[src/rtl/nsx_pkg.sv]
package nsx_pkg;

  typedef enum logic [1:0] {
    SEL_CNT_LO = 2'd0,
    SEL_CNT_HI = 2'd1,
    SEL_CTRL   = 2'd2,
    SEL_NONE   = 2'd3
  } reg_sel_e;

  // Control word, MSB first: bit3 port A enable, bit2 port B enable,
  // bit1 external clock, bit0 capture on falling edge.
  typedef struct packed {
    logic en_a;
    logic en_b;
    logic ext_clk;
    logic fall_latch;
  } ctrl_t;

  localparam logic [3:0] CNT_LO_RST = 4'd2;
  localparam logic [3:0] CNT_HI_RST = 4'd0;
  localparam int         NIB_W      = 4;
  localparam int         CNT_W      = 8;

endpackage

[src/rtl/nsx_regs.sv]
module nsx_regs
  import nsx_pkg::*;
(
  input  logic             clk,
  input  logic             rst_n,
  input  logic             we,
  input  logic [1:0]       sel,
  input  logic [NIB_W-1:0] wdata,
  output ctrl_t            ctrl,
  output logic [CNT_W-1:0] count
);

  logic [NIB_W-1:0] lo_q;
  logic [NIB_W-1:0] hi_q;
  ctrl_t            ctrl_q;

  always_ff @(posedge clk or negedge rst_n) begin
    if (!rst_n) begin
      lo_q   <= CNT_LO_RST;
      hi_q   <= CNT_HI_RST;
      ctrl_q <= '0;
    end else if (we) begin
      unique case (reg_sel_e'(sel))
        SEL_CNT_LO: lo_q   <= wdata;
        SEL_CNT_HI: hi_q   <= wdata;
        SEL_CTRL:   ctrl_q <= ctrl_t'(wdata);
        default:    ;
      endcase
    end
  end

  assign ctrl  = ctrl_q;
  assign count = {hi_q, lo_q};

endmodule

[src/rtl/nsx_clkgen.sv]
module nsx_clkgen #(
  parameter int CLK_DIV     = 4,
  parameter int SYNC_STAGES = 2
) (
  input  logic clk,
  input  logic rst_n,
  input  logic run,
  input  logic ext_mode,
  input  logic fall_latch,
  input  logic sclk_in,
  output logic launch,
  output logic latch,
  output logic sclk_out
);

  localparam int DW = (CLK_DIV > 1) ? $clog2(CLK_DIV) : 1;
  localparam logic [DW-1:0] DIV_LAST = DW'(CLK_DIV - 1);

  // internal divider
  logic [DW-1:0] div_q;
  logic          phase_q;
  logic          int_run;
  logic          tick;

  assign int_run = run & ~ext_mode;
  assign tick    = int_run & (div_q == DIV_LAST);

  always_ff @(posedge clk or negedge rst_n) begin
    if (!rst_n) begin
      div_q   <= '0;
      phase_q <= 1'b0;
    end else if (!int_run) begin
      div_q   <= '0;
      phase_q <= 1'b0;
    end else if (tick) begin
      div_q   <= '0;
      phase_q <= ~phase_q;
    end else begin
      div_q   <= div_q + 1'b1;
    end
  end

  // external clock synchronizer plus one history flop for edge detection
  logic [SYNC_STAGES:0] sync_q;
  logic                 ext_rise;
  logic                 ext_fall;

  generate
    if (SYNC_STAGES == 1) begin : g_sync1
      always_ff @(posedge clk or negedge rst_n) begin
        if (!rst_n) sync_q <= '0;
        else        sync_q <= {sync_q[0], sclk_in};
      end
    end else begin : g_syncn
      always_ff @(posedge clk or negedge rst_n) begin
        if (!rst_n) sync_q <= '0;
        else        sync_q <= {sync_q[SYNC_STAGES-1:0], sclk_in};
      end
    end
  endgenerate

  assign ext_rise = sync_q[SYNC_STAGES-1] & ~sync_q[SYNC_STAGES];
  assign ext_fall = ~sync_q[SYNC_STAGES-1] & sync_q[SYNC_STAGES];

  logic ext_run;
  assign ext_run = run & ext_mode;

  assign launch = ext_run ? (fall_latch ? ext_rise : ext_fall) : (tick & ~phase_q);
  assign latch  = ext_run ? (fall_latch ? ext_fall : ext_rise) : (tick & phase_q);

  // idle level is high for rising capture, low for falling capture
  assign sclk_out = (int_run & phase_q) ? fall_latch : ~fall_latch;

endmodule

[src/rtl/nsx_shift.sv]
module nsx_shift
  import nsx_pkg::*;
#(
  parameter int DEPTH = 16
) (
  input  logic                     clk,
  input  logic                     rst_n,
  input  logic                     enable,
  input  logic                     stop,
  input  logic                     start_tx,
  input  logic                     start_rx,
  input  logic [CNT_W-1:0]         count,
  input  logic                     launch,
  input  logic                     latch,
  input  logic                     din_raw,
  input  logic                     buf_we,
  input  logic [$clog2(DEPTH)-1:0] buf_addr,
  input  logic [NIB_W-1:0]         buf_wdata,
  output logic [NIB_W-1:0]         buf_rdata,
  output logic                     busy,
  output logic                     rx_mode,
  output logic                     txbit,
  output logic                     done
);

  localparam int AW = $clog2(DEPTH);

  logic [NIB_W-1:0] mem [DEPTH];
  logic [1:0]       din_q;
  logic             busy_q;
  logic             rx_q;
  logic             txbit_q;
  logic             done_q;
  logic [1:0]       bit_q;
  logic [CNT_W-1:0] nib_q;
  logic [CNT_W-1:0] tgt_q;
  logic [2:0]       sh_q;
  logic [AW-1:0]    idx;
  logic [NIB_W-1:0] cur_nib;
  logic [NIB_W-1:0] rx_nib;
  logic             abort;
  logic             last_bit;
  logic             eng_wr;

  assign abort    = ~enable | stop;
  assign idx      = nib_q[AW-1:0];
  assign cur_nib  = mem[idx];
  assign rx_nib   = {sh_q, din_q[1]};
  assign last_bit = latch & (bit_q == 2'd3);
  assign eng_wr   = busy_q & rx_q & last_bit & ~abort;

  always_ff @(posedge clk or negedge rst_n) begin
    if (!rst_n) din_q <= '0;
    else        din_q <= {din_q[0], din_raw};
  end

  always_ff @(posedge clk) begin
    if (eng_wr)      mem[idx]      <= rx_nib;
    else if (buf_we) mem[buf_addr] <= buf_wdata;
  end

  assign buf_rdata = mem[buf_addr];

  always_ff @(posedge clk or negedge rst_n) begin
    if (!rst_n) begin
      busy_q  <= 1'b0;
      rx_q    <= 1'b0;
      txbit_q <= 1'b0;
      done_q  <= 1'b0;
      bit_q   <= '0;
      nib_q   <= '0;
      tgt_q   <= '0;
      sh_q    <= '0;
    end else if (abort) begin
      busy_q  <= 1'b0;
      done_q  <= 1'b0;
      bit_q   <= '0;
      nib_q   <= '0;
      sh_q    <= '0;
    end else begin
      done_q <= 1'b0;
      if (!busy_q) begin
        if (start_tx || start_rx) begin
          if (count == '0) begin
            done_q <= 1'b1;
          end else begin
            busy_q  <= 1'b1;
            rx_q    <= ~start_tx;
            tgt_q   <= count;
            nib_q   <= '0;
            bit_q   <= '0;
            txbit_q <= 1'b0;
          end
        end
      end else begin
        if (launch && !rx_q) txbit_q <= cur_nib[~bit_q];
        if (latch) begin
          sh_q  <= rx_nib[2:0];
          bit_q <= bit_q + 2'd1;
          if (last_bit) begin
            nib_q <= nib_q + 1'b1;
            if (nib_q + 1'b1 == tgt_q) begin
              busy_q <= 1'b0;
              done_q <= 1'b1;
            end
          end
        end
      end
    end
  end

  assign busy    = busy_q;
  assign rx_mode = rx_q;
  assign txbit   = txbit_q;
  assign done    = done_q;

endmodule

[src/rtl/nib_serial_xcvr.sv]
module nib_serial_xcvr
  import nsx_pkg::*;
#(
  parameter int CLK_DIV   = 4,
  parameter int BUF_DEPTH = 16
) (
  input  logic                         clk,
  input  logic                         rst_n,
  input  logic                         reg_we,
  input  logic [1:0]                   reg_sel,
  input  logic [3:0]                   reg_wdata,
  input  logic                         start_tx,
  input  logic                         start_rx,
  input  logic                         core_hold,
  input  logic                         core_stop,
  input  logic                         buf_we,
  input  logic [$clog2(BUF_DEPTH)-1:0] buf_addr,
  input  logic [3:0]                   buf_wdata,
  output logic [3:0]                   buf_rdata,
  input  logic [1:0]                   sclk_i,
  output logic [1:0]                   sclk_o,
  output logic [1:0]                   sclk_oe,
  input  logic [1:0]                   sdat_i,
  output logic [1:0]                   sdat_o,
  output logic [1:0]                   sdat_oe,
  output logic                         busy,
  output logic                         done
);

  localparam int NPORT = 2;

  ctrl_t            ctrl;
  logic [3:0]       ctrl_bits;
  logic [CNT_W-1:0] count;
  logic             launch;
  logic             latch;
  logic             sclk_int;
  logic             sclk_sel;
  logic             sdat_sel;
  logic             any_en;
  logic             rx_mode;
  logic             txbit;
  logic [NPORT-1:0] port_en;
  logic             unused_hold;

  // a core hold deliberately does not reach the engine
  assign unused_hold = core_hold;
  assign ctrl_bits   = ctrl;
  assign any_en      = ctrl.en_a | ctrl.en_b;
  assign sclk_sel    = ctrl.en_a ? sclk_i[0] : sclk_i[1];
  assign sdat_sel    = ctrl.en_a ? sdat_i[0] : sdat_i[1];

  nsx_regs u_regs (
    .clk   (clk),
    .rst_n (rst_n),
    .we    (reg_we),
    .sel   (reg_sel),
    .wdata (reg_wdata),
    .ctrl  (ctrl),
    .count (count)
  );

  nsx_clkgen #(.CLK_DIV(CLK_DIV), .SYNC_STAGES(2)) u_clk (
    .clk        (clk),
    .rst_n      (rst_n),
    .run        (busy),
    .ext_mode   (ctrl.ext_clk),
    .fall_latch (ctrl.fall_latch),
    .sclk_in    (sclk_sel),
    .launch     (launch),
    .latch      (latch),
    .sclk_out   (sclk_int)
  );

  nsx_shift #(.DEPTH(BUF_DEPTH)) u_shift (
    .clk       (clk),
    .rst_n     (rst_n),
    .enable    (any_en),
    .stop      (core_stop),
    .start_tx  (start_tx),
    .start_rx  (start_rx),
    .count     (count),
    .launch    (launch),
    .latch     (latch),
    .din_raw   (sdat_sel),
    .buf_we    (buf_we),
    .buf_addr  (buf_addr),
    .buf_wdata (buf_wdata),
    .buf_rdata (buf_rdata),
    .busy      (busy),
    .rx_mode   (rx_mode),
    .txbit     (txbit),
    .done      (done)
  );

  generate
    for (genvar p = 0; p < NPORT; p++) begin : g_port
      if (p == 0) begin : g_a
        assign port_en[p] = ctrl.en_a;
      end else begin : g_b
        assign port_en[p] = ctrl.en_b;
      end
      assign sclk_o[p]  = sclk_int;
      assign sclk_oe[p] = port_en[p] & ~ctrl.ext_clk;
      assign sdat_o[p]  = txbit;
      assign sdat_oe[p] = port_en[p] & busy & ~rx_mode;
    end
  endgenerate

endmodule

[config.mk]
export PLATFORM = sky130hd
export DESIGN_NAME = nib_serial_xcvr
export DESIGN_NICKNAME = d
export VERILOG_FILES = /design/src/rtl/nsx_pkg.sv /design/src/rtl/nsx_regs.sv /design/src/rtl/nsx_clkgen.sv /design/src/rtl/nsx_shift.sv /design/src/rtl/nib_serial_xcvr.sv
export SDC_FILE = /design/constraint.sdc
export NUM_CORES = 1
export LEC_CHECK = 0
export ABC_AREA = 1
export CAP_MARGIN = 20
export CORE_MARGIN = 4
export CORE_UTILIZATION = 30
export DETAILED_ROUTE_END_ITERATION = 8
export GPL_TIMING_DRIVEN = 0
export HOLD_SLACK_MARGIN = 0.06
export PLACE_DENSITY = 0.56
export SYNTH_ARGS = -nofsm -noshare
export SYNTH_HDL_FRONTEND = slang
export SYNTH_SLANG_ARGS = --single-unit
export TNS_END_PERCENT = 10
[constraint.sdc]
create_clock -name clk -period 2.6 [get_ports clk]
set_input_delay 0.52 -clock clk [delete_from_list [all_inputs] [get_ports clk]]
set_output_delay 0.52 -clock clk [all_outputs]
set_load 0.005 [all_outputs]
==> impl_metrics.json <==
{
  "run_status": "finished, final reports clean",
  "clock_insertion_delay_worst_skew_ns": 0.36,
  "root_buf_cell": "sky130_fd_sc_hd__clkbuf_16",
  "setup.worst_path.end_class": "output pin",
  "arrival_ns": 2.07,
  "maxCapViolations": 0,
  "wl_um": 16090,
  "peakVddDrop_mv": 0.3025,
  "worst_path_largest_cell_delay_ns": 0.51,
  "fillerInstances": 1795,
  "top_level_ports": 40,
  "timing.setup.tns_ns": 0,
  "area_delta_synth_final_pct": 21.56,
  "min_period_ns": 2.587,
  "clock-sinks": 109,
  "vias_in_the_first_global_route": 4644,
  "chipWidth_um": 145.0,
  "drt_pass1_iterations": 5,
  "core_um2": 18210,
  "detailedRoute.firstIterationViolations": 397,
  "initial_utilization": 0.3094,
  "tritoncts": "done",
  "via_per_inst": 5.002,
  "die_height_um": 145.0,
  "timing_worst_setup_path_type": "primary input to output pin",
  "cts_buffers": 9,
  "overflow": 0,
  "grt_setup_unrepaired": "true",
  "part_of_the_yosys_area_used_for_sequential_elements": 0.5412,
  "place_congestion": 0.9423,
  "worstSetupStartpointType": "primary input",
  "layout_commonest_cell": "sky130_fd_sc_hd__nand2_1",
  "worst_hold_check_path_type": "register to register",
  "design_power_total_mw": 4.259,
  "dp.final_hpwl_um": 11410,
  "fmax_mhz": 386.5,
  "post_drt_wl_per_cell_um": 16.97,
  "powerDensity_nw_per_um2": 621.9,
  "drtAntennaViolNets": 0,
  "grt_first_pass_wirelength_um": 25510,
  "route.detailed.drc": 0,
  "worst_pin_slew_ns": 0.8582,
  "fin_util": 0.3761,
  "synth-warning-count": 0,
  "share_of_cells_above_drive_strength_1": 0.1252,
  "numPortBuffers": 38,
  "globalRouteTotalUtil": 0.1553,
  "finalHoldWorstSlack_ns": 0.3559,
  "number_of_antenna_violations_at_the_first_check_in_global_routing": 0,
  "clkTransAtPathRegs_ns": 0.07,
  "worst-endpoint-required_ns": 2.08,
  "htreeDepth": 3,
  "ys_ff_latch": 109,
  "num_antenna_cells": 0,
  "netlist-cell-type-count": 32,
  "syn_nets": 684,
  "cell_area_after_synthesis_um2": 5634,
  "cpMaxStageDelayCell": "sky130_fd_sc_hd__clkdlybuf4s50_1",
  "layout.cells.most_common_list": "sky130_fd_sc_hd__nand2_1 (174), sky130_fd_sc_hd__nand3_1 (86), sky130_fd_sc_hd__o21ai_0 (64), sky130_fd_sc_hd__edfxtp_1 (64), sky130_fd_sc_hd__nor2_1 (63)",
  "cts_max_path_buffers": 2,
  "route.vias.total": 4742,
  "finClkSkew_ns": 0.005554,
  "power_leakage_nw": 2.808,
  "core.rowCount": 49,
  "synthesis.area_per_instance_um2": 8.602,
  "finalMaxSlewViolations": 0,
  "worst-path-max-fanout": 10,
  "path_cells": "clkbuf_4 > inv_2 > buf_4 > o21ai_0 > o221ai_2 > nand3_1 > nand2_1 > clkdlybuf4s50_1",
  "die_area_um2": 21040,
  "grt_max_degree": 40,
  "finalHoldViolations": 0,
  "nets": 743,
  "post_synth_inst_count": 655,
  "fin_crit_sh": 0.9950,
  "timing.max_slew.rel_slack": 0.4279,
  "finalSetupViolations": 0
}
==> worst max-delay path, delay by kind of cell <==
kind,cells,cell delay (ns)
buffers and inverters,4,0.93
AND/OR/NAND/NOR,2,0.23
AO/OA/AOI/OAI,2,0.38
==> cell usage after synthesis <==
| cell type | number | area, um2 |
|---|---|---|
| sky130_fd_sc_hd__o21ai_0 | 64 | 320.3 |
| sky130_fd_sc_hd__a21oi_4 | 1 | 16.27 |
| sky130_fd_sc_hd__nand4_1 | 3 | 18.77 |
| sky130_fd_sc_hd__o22ai_1 | 5 | 31.28 |
| sky130_fd_sc_hd__o211ai_1 | 2 | 15.01 |
| sky130_fd_sc_hd__edfxtp_1 | 64 | 1922 |
| sky130_fd_sc_hd__nor2_1 | 64 | 240.2 |
| sky130_fd_sc_hd__inv_2 | 1 | 3.750 |
| sky130_fd_sc_hd__nand3b_1 | 4 | 30.03 |
| sky130_fd_sc_hd__o221ai_1 | 14 | 122.6 |
| sky130_fd_sc_hd__buf_4 | 4 | 30.03 |
| sky130_fd_sc_hd__nor2_2 | 1 | 6.260 |
| sky130_fd_sc_hd__xor2_1 | 5 | 43.79 |
| sky130_fd_sc_hd__inv_1 | 50 | 187.7 |
| sky130_fd_sc_hd__clkbuf_1 | 12 | 45.04 |
| sky130_fd_sc_hd__dfstp_2 | 1 | 26.28 |
| sky130_fd_sc_hd__a21oi_1 | 9 | 45.04 |
| sky130_fd_sc_hd__xnor2_1 | 2 | 17.52 |
| sky130_fd_sc_hd__buf_2 | 12 | 60.06 |
| sky130_fd_sc_hd__nor3_1 | 5 | 25.02 |
| sky130_fd_sc_hd__nand2_2 | 9 | 56.30 |
| sky130_fd_sc_hd__nand2_4 | 2 | 22.52 |
| sky130_fd_sc_hd__nand3_1 | 86 | 430.4 |
| sky130_fd_sc_hd__dfrtp_1 | 44 | 1101 |
| sky130_fd_sc_hd__o21ai_2 | 4 | 35.03 |
| sky130_fd_sc_hd__nand2_1 | 174 | 653.1 |
| sky130_fd_sc_hd__ha_1 | 3 | 37.54 |
| sky130_fd_sc_hd__clkinv_1 | 3 | 11.26 |
| sky130_fd_sc_hd__buf_6 | 3 | 33.78 |
| sky130_fd_sc_hd__or2_2 | 2 | 12.51 |
| sky130_fd_sc_hd__nand4_4 | 1 | 21.27 |
| sky130_fd_sc_hd__nand4_2 | 1 | 12.51 |
==> stage by stage <==
step	cells	cell area [um2]	worst slack (ns)
2_1_floorplan	655	5634	0.6485
3_3_place_gp	922	6301	-0.9608
3_5_place_dp	925	6339	-0.9757
4_1_cts	948	6840	0.03965
5_1_grt	948	6849	-0.02840
6_report	948	6849	0.01301
==> path summary, 6_finish.rpt <==
path / to / slack [ns] / cells after the start / startpoint
max in group asynchronous: u_regs.lo_q[1]$_DFFE_PN1P_ / 1.56 / 3 / rst_n
min in group asynchronous: u_clk.div_q[1]$_DFF_PN0_ / 0.53 / 2 / rst_n
worst max-delay path: buf_rdata[1] / 0.01 / 8 / buf_addr[1]
worst min-delay path: u_shift.din_q[1]$_DFF_PN0_ / 0.36 / 0 / u_shift.din_q[0]$_DFF_PN0_
worst min register to register: u_shift.din_q[1]$_DFF_PN0_ / 0.36 / 0 / u_shift.din_q[0]$_DFF_PN0_
worst max register to register: u_shift.mem[2][1]$_DFFE_PP_ / 0.19 / 12 / u_clk.div_q[0]$_DFF_PN0_
==> where the power goes <==
group	switching (mW)	internal, mW
Sequential	0.102	1.96
Combinational	0.413	0.273
Clock	0.649	0.861
==> per-layer routing <==
| layer | share of wire | routed length [um] | track usage |
|---|---|---|---|
| met1 | 0.44 | 7044 | 0.2084 |
| met2 | 0.45 | 7205 | 0.2430 |
| met3 | 0.078 | 1256 | 0.02557 |
| met4 | 0.036 | 580 | 0.08076 |
| met5 | 0 | 0 | 0 |
==> registers in the layout, summed over array words and instances (netlist names), 3 cells and up <==
register       cells
u_regs.ctrl        4
u_shift.nib_q      8
u_shift.tgt_q      8
u_regs.hi_q        4
u_shift.sh_q       3
u_regs.lo_q        4
u_clk.sync_q       3
u_shift.mem       64
==> final cells by class <==
class                   instances  area, um2  share of cell area
well taps                     229      286.5             0.04183
inverters                      54      205.2             0.02996
clock inverters                 3      26.28            0.003836
multi-input cells             461       2255              0.3292
flip-flops and latches        109       3049              0.4452
clock buffers                  13      314.1             0.04585
plain buffers                  31      254.0             0.03708
repair buffers                 48      459.2             0.06704
==> cell families after synthesis <==
logic type	after synthesis	synth area share
buffers and inverters	85	0.06595
xor gates and xnor gates	7	0.01088
and+or+nand+nor	352	0.2714
adders and majority gates	3	0.006663
DFF	109	0.5412
AOI/OAI and AO/OA	99	0.1039
==> timing repair <==
item | in CTS | in global routing
pin swaps | 2 | 3
buffers inserted | 4 | 0
gates resized for setup | 46 | 5
hold buffers | 1 | 0
cloned | 2 | 0
hold endpoints to repair | 6 | 0
setup endpoints to repair | 4 | 39
Power figures use the tool's default switching activity.
